File: src/rtl/pause_pkg.sv
package pause_pkg;
    localparam int PT_W  = 16;
    localparam int TH_W  = 2;
    localparam int OFF_W = 9;

    typedef struct packed {
        logic [PT_W-1:0] pt;
        logic [TH_W-1:0] sel;
        logic            zq;
        logic            tfe;
        logic            busy;
        logic            fc_q;
        logic            pend_on;
        logic            pend_zero;
        logic            req;
        logic [PT_W-1:0] val;
        logic            src_init;
        logic            active;
        logic [PT_W-1:0] cnt;
    } pctl_state_t;
endpackage

File: src/rtl/pause_thresh_dec.sv
module pause_thresh_dec
    import pause_pkg::*;
#(
    parameter int OFF0 = 4,
    parameter int OFF1 = 28,
    parameter int OFF2 = 144,
    parameter int OFF3 = 256
) (
    input  logic [TH_W-1:0]  sel,
    output logic [OFF_W-1:0] offset
);
    always_comb begin
        case (sel)
            2'd0:    offset = OFF_W'(OFF0);
            2'd1:    offset = OFF_W'(OFF1);
            2'd2:    offset = OFF_W'(OFF2);
            default: offset = OFF_W'(OFF3);
        endcase
    end
endmodule

File: src/rtl/pause_bp_gen.sv
module pause_bp_gen (
    input  logic full_duplex,
    input  logic tfe,
    input  logic busy,
    input  logic fc_req,
    output logic bp
);
    assign bp = !full_duplex && tfe && (busy || fc_req);
endmodule

File: src/rtl/pause_tx_ctrl.sv
module pause_tx_ctrl
    import pause_pkg::*;
#(
    parameter int OFF0 = 4,
    parameter int OFF1 = 28,
    parameter int OFF2 = 144,
    parameter int OFF3 = 256
) (
    input  logic            clk,
    input  logic            rst_n,
    input  logic            full_duplex,
    input  logic            wr_en,
    input  logic [PT_W-1:0] wr_pause_time,
    input  logic [TH_W-1:0] wr_thresh_sel,
    input  logic            wr_zq_dis,
    input  logic            wr_tx_fc_en,
    input  logic            wr_initiate,
    output logic [PT_W-1:0] reg_pause_time,
    output logic [TH_W-1:0] reg_thresh_sel,
    output logic            reg_zq_dis,
    output logic            reg_tx_fc_en,
    output logic            reg_busy,
    input  logic            fc_req,
    input  logic            slot_tick,
    output logic            pause_req,
    output logic [PT_W-1:0] pause_val,
    input  logic            pause_done,
    output logic            backpressure
);
    localparam int SUM_W = PT_W + 1;

    pctl_state_t      q, d;
    logic [OFF_W-1:0] offset;
    logic             fd_on, rise, fall, write_ok, at_thresh;

    pause_thresh_dec #(
        .OFF0(OFF0), .OFF1(OFF1), .OFF2(OFF2), .OFF3(OFF3)
    ) u_dec (
        .sel    (q.sel),
        .offset (offset)
    );

    pause_bp_gen u_bp (
        .full_duplex (full_duplex),
        .tfe         (q.tfe),
        .busy        (q.busy),
        .fc_req      (fc_req),
        .bp          (backpressure)
    );

    always_comb begin
        d         = q;
        fd_on     = full_duplex && q.tfe;
        rise      = fc_req && !q.fc_q;
        fall      = !fc_req && q.fc_q;
        write_ok  = wr_en && !(full_duplex && q.busy);
        at_thresh = (SUM_W'(q.cnt) + SUM_W'(offset)) >= SUM_W'(q.pt);
        d.fc_q    = fc_req;

        // completion handshake
        if (q.req && pause_done) begin
            d.req = 1'b0;
            if (q.src_init) d.busy = 1'b0;
            d.active = (q.val != '0);
            d.cnt    = '0;
        end else begin
            // slot timer
            if (q.active && slot_tick) d.cnt = q.cnt + 1'b1;
            if (q.active && at_thresh) begin
                d.active = 1'b0;
                if (fd_on && q.fc_q && fc_req) d.pend_on = 1'b1;
            end
        end

        // request edges
        if (fd_on && rise) d.pend_on = 1'b1;
        if (fd_on && fall) begin
            d.pend_on   = 1'b0;
            d.active    = 1'b0;
            d.pend_zero = !q.zq;
        end
        if (!fd_on) begin
            d.pend_on   = 1'b0;
            d.pend_zero = 1'b0;
        end

        // issue one request when none is outstanding
        if (!q.req && fd_on) begin
            if (q.pend_zero) begin
                d.req = 1'b1; d.val = '0; d.src_init = 1'b0; d.pend_zero = 1'b0;
            end else if (q.pend_on) begin
                d.req = 1'b1; d.val = q.pt; d.src_init = 1'b0; d.pend_on = 1'b0;
            end else if (q.busy) begin
                d.req = 1'b1; d.val = q.pt; d.src_init = 1'b1;
            end
        end

        // initiate with frames disabled completes at once
        if (full_duplex && !q.tfe && q.busy) d.busy = 1'b0;

        // register write
        if (write_ok) begin
            d.pt   = wr_pause_time;
            d.sel  = wr_thresh_sel;
            d.zq   = wr_zq_dis;
            d.tfe  = wr_tx_fc_en;
            d.busy = wr_initiate;
        end
    end

    always_ff @(posedge clk or negedge rst_n) begin
        if (!rst_n) q <= '0;
        else        q <= d;
    end

    assign reg_pause_time = q.pt;
    assign reg_thresh_sel = q.sel;
    assign reg_zq_dis     = q.zq;
    assign reg_tx_fc_en   = q.tfe;
    assign reg_busy       = q.busy;
    assign pause_req      = q.req;
    assign pause_val      = q.val;
endmodule

File: config.mk
export PLATFORM = sky130hd
export DESIGN_NAME = pause_tx_ctrl
export DESIGN_NICKNAME = d
export VERILOG_FILES = /design/src/rtl/pause_pkg.sv /design/src/rtl/pause_thresh_dec.sv /design/src/rtl/pause_bp_gen.sv /design/src/rtl/pause_tx_ctrl.sv
export SDC_FILE = /design/constraint.sdc
export NUM_CORES = 1
export LEC_CHECK = 0
export ABC_AREA = 1
export BUFFER_PORTS_ARGS = -buffer_cell sky130_fd_sc_hd__buf_2
export CAP_MARGIN = 30
export CORE_ASPECT_RATIO = 0.7
export CORE_MARGIN = 2
export CORE_UTILIZATION = 51
export DETAILED_ROUTE_END_ITERATION = 10
export PLACE_DENSITY = 0.76
export SYNTH_ARGS = -nofsm -noshare
export SYNTH_HDL_FRONTEND = slang
export SYNTH_SLANG_ARGS = --single-unit
File: constraint.sdc
create_clock -name clk -period 3.2 [get_ports clk]
set_input_delay 0.8 -clock clk [delete_from_list [all_inputs] [get_ports clk]]
set_output_delay 0.8 -clock clk [all_outputs]
set_load 0.005 [all_outputs]
# Yosys cells after proc, flatten, opt, wreduce, memory -nomap -nowiden

Index checks and enable logic that the tools add are counted.

Register bits: 59
Logic and storage cells: 75

Reduce and logical (&&, ||, !) cells: 34
Muxes and demuxes: 23
Equal/unequal tests: 2
$lt $le $gt $ge: 1
Add/sub/neg operators: 2

Operator list:

| operator                                            | number |
|---|---|
| two-way mux 18 bit                                  | 3 |
| one-hot mux 9 bit (3 select lines)                  | 1 |
| two-way mux 20 bit                                  | 1 |
| adder 16 x 9 -> 17 bit                              | 1 |
| >= comparator 17 x 16 -> 1 bit                      | 1 |
| logical AND 1 bit                                   | 17 |
| two-way mux 17 bit                                  | 1 |
| adder 16 x 1 -> 16 bit, second input constant       | 1 |
| two-way mux 16 bit                                  | 1 |
| nonzero test 16 bit                                 | 1 |
| two-way mux 1 bit                                   | 14 |
| nonzero test 3 bit                                  | 4 |
| zero test 1 bit                                     | 7 |
| two-way mux 2 bit                                   | 2 |
| AND reduction 2 bit                                 | 2 |
| equality test 2 x 1 -> 1 bit, second input constant | 1 |
| equality test 2 bit, second input constant          | 1 |
| zero test 2 bit                                     | 1 |
| nonzero test 2 bit                                  | 1 |
| logical OR 1 bit                                    | 1 |

# Depth between registers and ports, before layout

Depth after elaboration: 13
Depth in mapped cells: 28
Depth with buffers taken out: 28

# Modules after synthesis

A second synthesis with hierarchy kept.

Cell total of the unflattened synthesis: 490
Area, all modules: 3,901.2 µm²

Modules (own cells, without submodules):

| module           | times used | cells each | seq. area each (µm²) | area an instance (µm²) |
|---|---|---|---|---|
| pause_tx_ctrl    | 1          | 472        | 1,476.4              | 3,774.9 |
| pause_thresh_dec | 1          | 14         | 0.0                  | 111.4 |
| pause_bp_gen     | 1          | 4          | 0.0                  | 15.0 |

# Worst setup path after synthesis

OpenSTA, ideal clock, no wires.

Path kind: reg-to-reg
Start: reg q, in the netlist reg_thresh_sel[0]
End: reg q[36] in the netlist's numbering
Setup slack: 0.061 ns
Data arrival time: 3.062 ns
Stages on the path, launching flop included: 26
Library setup time: 0.077 ns
Buffers on the path: 0
Path through: dfrtp_1 inv_1 ha_1 nor2_1 nor2_1 ha_1 fa_1 a21oi_1 nor2_1 nand2_1 nand2_1 nand2_1 nand2_1 nand2_1 xor2_1 inv_1 ha_1 nand2_1 inv_1 nand2_1 nor3_1 nand3_1 and3_1 nand2_1 nand2_1 a21oi_1

RTL lines:

| item                   | RTL line             | text |
|---|---|---|
| start, declared        | pause_tx_ctrl.sv:32  | `pctl_state_t q, d;` |
| start signal, assigned | pause_tx_ctrl.sv:112 | `if (!rst_n) q <= '0;` |
| start signal, assigned | pause_tx_ctrl.sv:113 | `else q <= d;` |

==> out/metrics.cfg <==
[finish]
layout.nets = 571
area_delta_synth_final_pct = 18.6
layout-drive-gt1-share = 0.302
finalNonFillerCells = 618
antenna_cells = 0

[floorplan]
core_area_um2 = 7190
rows = 26
die_y_um = 75.5
die_w_um = 106
die-area_um2 = 8010
ioPinCount = 67
initial_core_util = 0.518

[sta]
tightest_slew_ps = 630
min_period_ps = 3330
fin_ws_ps = -130
holdWs_ps = 459
maxSlewHeadroom = 0.580
hold_viol = 0
fin_skew_ps = 7.65
finalCritPeriodShare = 1.04
rsz0062_at_grt = yes
fmaxAchievable_mhz = 300
setup_tns_ps = -191
maxSlewViolCount = 0
setup_violations = 2

[setup_path]
worstPathCellList = inv_2 > buf_4 > buf_4 > ha_1 > ha_1 > nand2_1 > inv_1 > nand2_2 > nand2_4 > nand2_4 > nand2_4 > nand2_2 > xor2_1 > inv_1 > ha_4 > nand2_2 > inv_2 > nand2_4 > nor3_2 > nand3_1 > and3_1 > nand2_1 > nand2_1 > a21oi_2
criticalPathCategory = flop to flop
required_ps = 3470
cpMaxStageDelayCell = dfrtp_2
crit_path_end_kind = flop
worst_path_largest_cell_delay_ps = 420
critPathLaunchType = flop
cp_max_fo = 4
cp.arrival_ps = 3600
crit_family = simple AND/OR/NAND/NOR gates
crit_buf_inv = 6
crit_top_cell = nand2_4

[cts]
clk_pin_slew_ps = 70
numCtsBuffers = 9
clock_latency_ps = 340
clock-root-buffer = clkbuf_8
cts_buffer_depth = 2
clock-sinks = 59
ctsHtreeMaxLevel = 3
cts_tree = done

[synth]
syn_area_um2 = 3720
yosys.cell_types.count = 39
synth-xor-area-share = 0.0235
synth-simple-area-share = 0.208
synth_compound_area_frac = 0.121
synth_edf_count = 0
synth_top_area_frac = 0.397
synth_common_cells = nand2_1 (90), inv_1 (66), dfrtp_1 (59)
synth_fa_ha_area_frac = 0.0962
ys_seq_area_frac = 0.397
syn_nets = 518
syn_inst = 462
synth_top_family_by_area = simple AND/OR/NAND/NOR gates
postSynthAreaPerCell_um2 = 8.05
yosys.area.top_type = dfrtp_1
synth_area_leaders = dfrtp_1 (40%), ha_1 (9.1%), nand2_1 (9.1%), buf_4 (7.1%), inv_1 (6.7%)
ys_seq_elements = 59
synthFlopType = dfrtp_1
synthMuxAreaShare = 0.00605
synth_most_common_cell = nand2_1
yosys_warnings = 0
async_flop_share = 1.00

[detailed_routing]
drt-initial-drc-count = 137
wl_per_cell_um = 14.9
avgViaCountPerCell = 5.24
first_pass_iters = 4
drt_wl_total_um = 9180
drc = 0
via_count = 3238
antenna_left = 0

[global_routing]
gr-total-overflow = 0
grt_usage = 0.238
grt_first_pass_wirelength_um = 14800
grt_pass1_vias = 3122
grt_antenna_before_repair = 0
grt_max_degree = 34

[pwr]
internal_power_w = 0.00173
combPwrFrac = 0.360
p_clk_frac = 0.239
cellPowerDensity_nw_per_um2 = 633
switching_share = 0.383
seqPwrFrac = 0.401
ir_drop_uv = 396
p_leak_nw = 2.32
power_switching_w = 0.00107

[placement]
dp_hpwl_um = 6660
dp.cells = 595
pre_cts_ws_ps = -146
portBuffers = 66
finalWeightedCongestion = 0.831

[status]
violations = setup timing
status = complete, but fails checks

[flow_run]
maxCapViolCount = 0

[min_path]
holdCritPathClass = input pin to async pin

==> worst paths after layout <==
| check | startpoint | end | slack (ps) | depth (start not counted) |
|---|---|---|---|---|
| hold / removal | rst_n | pause_val[13] | 460 | 2 |
| setup / recovery | reg_thresh_sel[0] | q[36] | -130 | 24 |
| setup reg to reg | reg_thresh_sel[0] | q[36] | -130 | 24 |
| hold reg to reg | reg_zq_dis | q[35] | 490 | 1 |
| max in group asynchronous | rst_n | reg_thresh_sel[0] | 2360 | 2 |
| min in group clk | reg_zq_dis | q[35] | 490 | 1 |
==> power by group through the flow <==
stage                     registers [W]  clock network (W)  logic (W)
after CTS                       0.00112           0.000678   0.000927
after detailed placement        0.00113                  0   0.000898
after global routing            0.00114           0.000720    0.00114
after global placement          0.00112                  0   0.000872
after floorplan                 0.00108                  0   0.000741
final                           0.00112           0.000669    0.00101
==> stage by stage <==
stage,util,area [um^2],power [W]
floorplan,-,3720,0.00182
global placement,0.552,3970,0.00199
detailed placement,0.552,3970,0.00203
CTS,0.591,4250,0.00272
global route,0.614,4410,0.00300
finish,0.614,4410,0.00280
==> final cells by class <==
class | count | area [um^2]
Fill cell | 625 | 2780
Sequential cell | 59 | 1480
Clock inverter | 6 | 66.3
Inverter | 67 | 251
Multi-Input combinational cell | 292 | 1880
Timing Repair Buffer | 86 | 484
Clock buffer | 10 | 128
Tap cell | 98 | 123
==> metal layers <==
metal | share of wire | global-route usage | wire (um)
met5 | 0 | 0 | 0
met2 | 0.45 | 0.378 | 4160
met4 | 0.024 | 0.0731 | 218
met3 | 0.069 | 0.0573 | 631
met1 | 0.45 | 0.331 | 4180
==> worst reg2reg max path, cell delays in order, from the launching register on <==
cell and delay [ps]:
dfrtp_2 420, inv_2 80, buf_4 130, buf_4 130
ha_1 220, ha_1 310, nand2_1 140, inv_1 80
nand2_2 100, nand2_4 70, nand2_4 90, nand2_4 50
nand2_2 50, xor2_1 140, inv_1 80, ha_4 270
nand2_2 50, inv_2 60, nand2_4 60, nor3_2 160
nand3_1 140, and3_1 170, nand2_1 80, nand2_1 70
a21oi_2 130
==> registers in the layout, indices dropped and copies added, names as in the netlist <==
| name | count |
|---|---|
| pause_req | 1 |
| pause_val | 16 |
| q | 21 |
| reg_busy | 1 |
| reg_pause_time | 16 |
| reg_thresh_sel | 2 |
| reg_tx_fc_en | 1 |
| reg_zq_dis | 1 |
==> logic make-up after synthesis <==
family                     after synthesis
buffers and inverters                  111
adders and majority gates               28
muxes                                    2
AOI/OAI and AO/OA                       80
DFF                                     59
and+or+nand+nor                        172
xor gates and xnor gates                10
==> cells in the final DEF, fill, tap and decap left out, types with 2 or more instances in the layout <==
cell type / synthesis / routed
nand2_1: 90 / 79
nand3_1: 13 / 13
dfrtp_1: 59 / 58
nor2_4: 3 / 4
a211oi_1: 3 / 3
nor3_2: 1 / 2
buf_2: 3 / 66
inv_2: 1 / 6
inv_1: 66 / 61
nor2_2: 0 / 3
a21oi_2: 0 / 5
buf_4: 35 / 19
nor3_1: 10 / 9
o22ai_1: 5 / 5
nor2_1: 35 / 31
nand2_2: 3 / 10
mux2_2: 2 / 2
nand2_4: 0 / 4
nor4_1: 4 / 4
clkbuf_8: 0 / 9
ha_1: 27 / 18
clkinvlp_4: 0 / 3
ha_4: 0 / 7
and3_1: 2 / 2
ha_2: 0 / 2
nand4_1: 3 / 3
nand3_2: 2 / 2
a21oi_1: 42 / 37
o21ai_0: 24 / 24
xor2_1: 9 / 8
==> timing repair <==
item / CTS / global route
setup buffers: 5 / 2
pin swaps: 14 / 25
hold buffers: 0 / 0
resized for setup: 15 / 32
gates cloned: 0 / 0
setup endpoints to repair: 2 / 2
(Power assumes the default switching activity.)
